===== src/rtl/serflag_pkg.sv =====
package serflag_pkg;

  typedef enum logic [1:0] {
    SEL_CARRY  = 2'b00,
    SEL_ZERO   = 2'b01,
    SEL_SIGN   = 2'b10,
    SEL_PARITY = 2'b11
  } flag_sel_e;

  typedef struct packed {
    logic carry;
    logic zero;
    logic sign;
    logic parity;
  } flags_t;

  // opcode field positions decoded by the condition evaluator
  localparam int unsigned OP_UNCOND_BIT = 2;
  localparam int unsigned OP_SEL_LO     = 3;
  localparam int unsigned OP_SENSE_BIT  = 5;

endpackage


===== src/rtl/serflag_beat_ctr.sv =====
module serflag_beat_ctr #(
  parameter int unsigned DATA_W = 8
) (
  input  logic clk,
  input  logic rst_n,
  input  logic beat,
  output logic first_beat,
  output logic last_beat
);
  localparam int unsigned CNT_W = (DATA_W > 1) ? $clog2(DATA_W) : 1;
  localparam logic [CNT_W-1:0] LAST_IDX = CNT_W'(DATA_W - 1);

  logic [CNT_W-1:0] idx_q;

  always_ff @(posedge clk or negedge rst_n) begin
    if (!rst_n) begin
      idx_q <= '0;
    end else if (beat) begin
      idx_q <= (idx_q == LAST_IDX) ? '0 : idx_q + 1'b1;
    end
  end

  assign first_beat = (idx_q == '0);
  assign last_beat  = (idx_q == LAST_IDX);
endmodule


===== src/rtl/serflag_accum.sv =====
module serflag_accum
  import serflag_pkg::*;
(
  input  logic   clk,
  input  logic   rst_n,
  input  logic   beat,
  input  logic   upd_en,
  input  logic   first_beat,
  input  logic   last_beat,
  input  logic   bit_in,
  input  logic   carry_in,
  output flags_t flags
);
  flags_t flags_q;
  logic   zero_base;
  logic   par_base;

  // preset values at the start of a word, running values otherwise
  assign zero_base = first_beat ? 1'b1 : flags_q.zero;
  assign par_base  = first_beat ? 1'b1 : flags_q.parity;

  always_ff @(posedge clk or negedge rst_n) begin
    if (!rst_n) begin
      flags_q <= '0;
    end else if (beat && upd_en) begin
      flags_q.sign   <= bit_in;
      flags_q.zero   <= zero_base & ~bit_in;
      flags_q.parity <= par_base ^ bit_in;
      if (last_beat) begin
        flags_q.carry <= carry_in;
      end
    end
  end

  assign flags = flags_q;
endmodule


===== src/rtl/serflag_cond.sv =====
module serflag_cond
  import serflag_pkg::*;
#(
  parameter int unsigned OP_W = 8
) (
  input  logic [OP_W-1:0] opcode,
  input  flags_t          flags,
  output logic            take
);
  flag_sel_e sel;
  logic      picked;

  assign sel = flag_sel_e'(opcode[OP_SEL_LO +: 2]);

  always_comb begin
    unique case (sel)
      SEL_CARRY:  picked = flags.carry;
      SEL_ZERO:   picked = flags.zero;
      SEL_SIGN:   picked = flags.sign;
      default:    picked = flags.parity;
    endcase
  end

  assign take = opcode[OP_UNCOND_BIT] | (picked == opcode[OP_SENSE_BIT]);
endmodule


===== src/rtl/serflag_unit.sv =====
module serflag_unit
  import serflag_pkg::*;
#(
  parameter int unsigned DATA_W = 8,
  parameter int unsigned OP_W   = 8
) (
  input  logic            clk,
  input  logic            rst_n,
  input  logic            res_valid,
  output logic            res_ready,
  input  logic            res_bit,
  input  logic            upd_en,
  input  logic            carry_in,
  input  logic [OP_W-1:0] opcode,
  output logic            flag_carry,
  output logic            flag_zero,
  output logic            flag_sign,
  output logic            flag_parity,
  output logic            branch_take
);
  logic   beat;
  logic   first_beat;
  logic   last_beat;
  flags_t flags;

  assign res_ready = rst_n;
  assign beat      = res_valid & res_ready;

  serflag_beat_ctr #(.DATA_W(DATA_W)) ctr_i (
    .clk        (clk),
    .rst_n      (rst_n),
    .beat       (beat),
    .first_beat (first_beat),
    .last_beat  (last_beat)
  );

  serflag_accum acc_i (
    .clk        (clk),
    .rst_n      (rst_n),
    .beat       (beat),
    .upd_en     (upd_en),
    .first_beat (first_beat),
    .last_beat  (last_beat),
    .bit_in     (res_bit),
    .carry_in   (carry_in),
    .flags      (flags)
  );

  serflag_cond #(.OP_W(OP_W)) cond_i (
    .opcode (opcode),
    .flags  (flags),
    .take   (branch_take)
  );

  assign flag_carry  = flags.carry;
  assign flag_zero   = flags.zero;
  assign flag_sign   = flags.sign;
  assign flag_parity = flags.parity;
endmodule


===== config.mk =====
export PLATFORM = sky130hd
export DESIGN_NAME = serflag_unit
export DESIGN_NICKNAME = d
export VERILOG_FILES = /design/src/rtl/serflag_pkg.sv /design/src/rtl/serflag_beat_ctr.sv /design/src/rtl/serflag_accum.sv /design/src/rtl/serflag_cond.sv /design/src/rtl/serflag_unit.sv
export SDC_FILE = /design/constraint.sdc
export NUM_CORES = 1
export LEC_CHECK = 0
export CAP_MARGIN = 20
export CORE_AREA = 2 2 39 41
export DETAILED_ROUTE_END_ITERATION = 7
export DIE_AREA = 0 0 41 43
export GPL_TIMING_DRIVEN = 0
export SETUP_SLACK_MARGIN = 0.05
export SYNTH_ARGS = -nofsm -noshare
export SYNTH_HDL_FRONTEND = slang
export SYNTH_SLANG_ARGS = --single-unit
export TNS_END_PERCENT = 10

===== constraint.sdc =====
create_clock -name clk -period 1.3 [get_ports clk]
set_input_delay 0.13 -clock clk [delete_from_list [all_inputs] [get_ports clk]]
set_output_delay 0.13 -clock clk [all_outputs]
set_load 0.02 [all_outputs]

==> flow_summary.toml <==
[sta]
worst_pin_slew_ns = 0.340
fin_crit_sh = 1.24
drv_slew = 0
hold_viol = 0
fin_crit_ns = 1.61
slew_headroom = 0.773
finalSetupViolations = 1
fmax_mhz = 622
rsz0062_at_grt = "true"
skew_ns = 0.00367
holdWs_ns = 0.263
setup_slack_ns = -0.308

[worst_setup_path]
crit_buf_inv = 1
r2r-end = "acc_i.flags[3]"
slowest_delay_ns = 0.47
r2r_start = "ctr_i.idx_q[0]"
worstSetupPathType = "flop to output pin"
crit_chain = "mux4_2, xor2_1, nand2b_1, buf_6"
reg2reg_slack_ns = 0.02
required_ns = 1.17
cp-start-kind = "flop"
worstRegToRegCells = 4
cp_max_fo = 2
cp_top_family = "multiplexers"
crit_arrival_ns = 1.48
critPathSlowestCell = "mux4_2"
setup.worst_path.end_class = "output pin"
crit_cells = 4

[detailed_routing]
drt_iter0_markers = 6
wl_um = 824
met3_wirelength_um = 80
drc_errors = 0
post_drt_wl_per_cell_um = 11.4
met1_length_um = 325
ant_nets = 0
route.met2.wl_um = 404
top_layer = "met4"
vias_per_cell = 4.53
vias = 326
drtPass1Iterations = 4

[power_and_ir_drop]
p_sw_frac = 0.334
power_leakage_nw = 0.288
p_sw_mw = 0.341
p_int_mw = 0.680
powerDensity_nw_per_um2 = 1650
pwr-share-clk = 0.192
peakVddDrop_v = 0.000548
combPwrFrac = 0.443
power_frac_seq = 0.365

[clocking]
clk_latency_ns = 0.25
cts_max_level = 1
cts_sinks = 7
path_clk_slew_ns = 0.05
root_buffer = "clkbuf_4"
clock_path_buffers = 2
numCtsBuffers = 3
tritoncts = "yes"

[die]
start_util = 0.276
die_h_um = 43
die_area_um2 = 1760
design.core.area_um2 = 1380
rows = 14
ioPinCount = 20
die_x_um = 41

[yosys]
syn_nets = 51
synth_cell_types = 18
ys_seq_elements = 7
syn_inst = 34
avgSynthCellArea_um2 = 11.2
synth.cell_area_um2 = 382
synth-seq-area-share = 0.459
synth_warnings = 0

[global_route]
grt_pass1_wl_mm = 1.31
grt_overflow = 0
grt_pass1_vias = 340
grtUsageTotal = 0.115
grt_max_degree = 8
antenna_found_initial = 0

[worst_hold_path]
whs_path_depth = 3
worstHoldStart = "rst_n"
min_to = "acc_i.flags[1]"
min_path_type = "input pin to flop"

[placement]
pre_cts_slack_ns = -0.773
place_congestion = 0.687
port_buffers = 15
dp_hpwl_um = 607

[finish]
layout.nets = 74
diodes = 0
drive_gt1_frac = 0.286
area_delta_synth_final_pct = 61.6
final_common_cell = "clkdlybuf4s50_1"
final_cell_mix = "9 x clkdlybuf4s50_1, 5 x dfrtp_1"

[run_status]
outcome = "finished, violations left"
violations = "setup timing"

[run]
cap_violations = 0
per-layer routing:
layer,vias up,track usage
met5,-,0
met4,0,0.100
met3,2,0.0314
met2,17,0.184
met1,145,0.112
li1,162,-
worst min-delay path, stage by stage:
cell and delay, ns:
buf_2 0.13, nand4_1 0.14, nand2_1 0.07
power by group through the flow:
| stage | registers, mW | logic (mW) | clock network [mW] |
|---|---|---|---|
| 2_1_floorplan | 0.411 | 0.194 | 0 |
| 3_3_place_gp | 0.372 | 0.397 | 0 |
| 3_5_place_dp | 0.376 | 0.403 | 0 |
| 4_1_cts | 0.373 | 0.463 | 0.210 |
| 5_1_grt | 0.382 | 0.517 | 0.223 |
| 6_report | 0.373 | 0.452 | 0.196 |
per-stage QoR:
step / power [mW] / instance area (um^2) / instances / util / TNS (ns)
3_3_place_gp: 0.770 / 554 / 65 / 0.401 / -2.66
4_1_cts: 1.05 / 616 / 72 / 0.445 / -0.352
3_5_place_dp: 0.780 / 554 / 65 / 0.401 / -2.68
6_report: 1.02 / 617 / 72 / 0.446 / -0.308
2_1_floorplan: 0.605 / 384 / 34 / - / -0.0751
5_1_grt: 1.12 / 617 / 72 / 0.446 / -0.423
worst max path at each step:
stage	start	end	slack (ns)
6_report	acc_i.flags[0]	branch_take	-0.31
4_1_cts	acc_i.flags[0]	branch_take	-0.35
3_5_place_dp	opcode[4]	branch_take	-0.77
2_1_floorplan	acc_i.flags[0]	branch_take	-0.08
3_3_place_gp	opcode[4]	branch_take	-0.76
5_1_grt	acc_i.flags[0]	branch_take	-0.40
final cells by class:
type,count,area [um^2]
fill,139,767
multi-input combinational,23,206
sequential,7,178
timing repair buffer,18,168
clock buffer,4,26.3
tap,16,20.0
inverter,3,11.3
buffer,1,7.51
state kept, by name (all words and copies together), names as in the netlist:
signal and flops:
ctr_i.idx_q 3, acc_i.flags 4
cell families after synthesis:
family                   count (synthesis)  synth area share
AO/OA/AOI/OAI                            4            0.0754
XOR/XNOR                                 1            0.0230
adder cells (fa/ha/maj)                  3            0.0984
buffers and inverters                    4            0.0492
flip-flops                               7             0.459
multiplexers                             4             0.148
AND/OR/NAND/NOR                         11             0.148
cells in the mapped netlist:
master,instances,share of area
a21oi_1,1,0.013
nor3_1,1,0.013
nand4_1,2,0.033
nor2_1,1,0.0098
a21o_1,1,0.020
mux4_2,1,0.059
inv_1,3,0.030
o22a_1,1,0.023
ha_1,3,0.098
mux2_2,3,0.089
nand2_1,3,0.030
dfrtp_1,7,0.46
nand3_1,1,0.013
nor2b_1,1,0.016
xor2_1,1,0.023
buf_4,1,0.020
nand2b_1,2,0.033
o21a_1,1,0.020
timing repair:
item / 4_1_cts / 5_1_grt
endpoints found under the hold margin: 7 / 0
endpoints found under the setup margin: 9 / 3
pin swaps: 3 / 1
hold buffers: 1 / 0
buffers inserted: 2 / 0
resized for setup: 19 / 1
(Power assumes the default switching activity.)
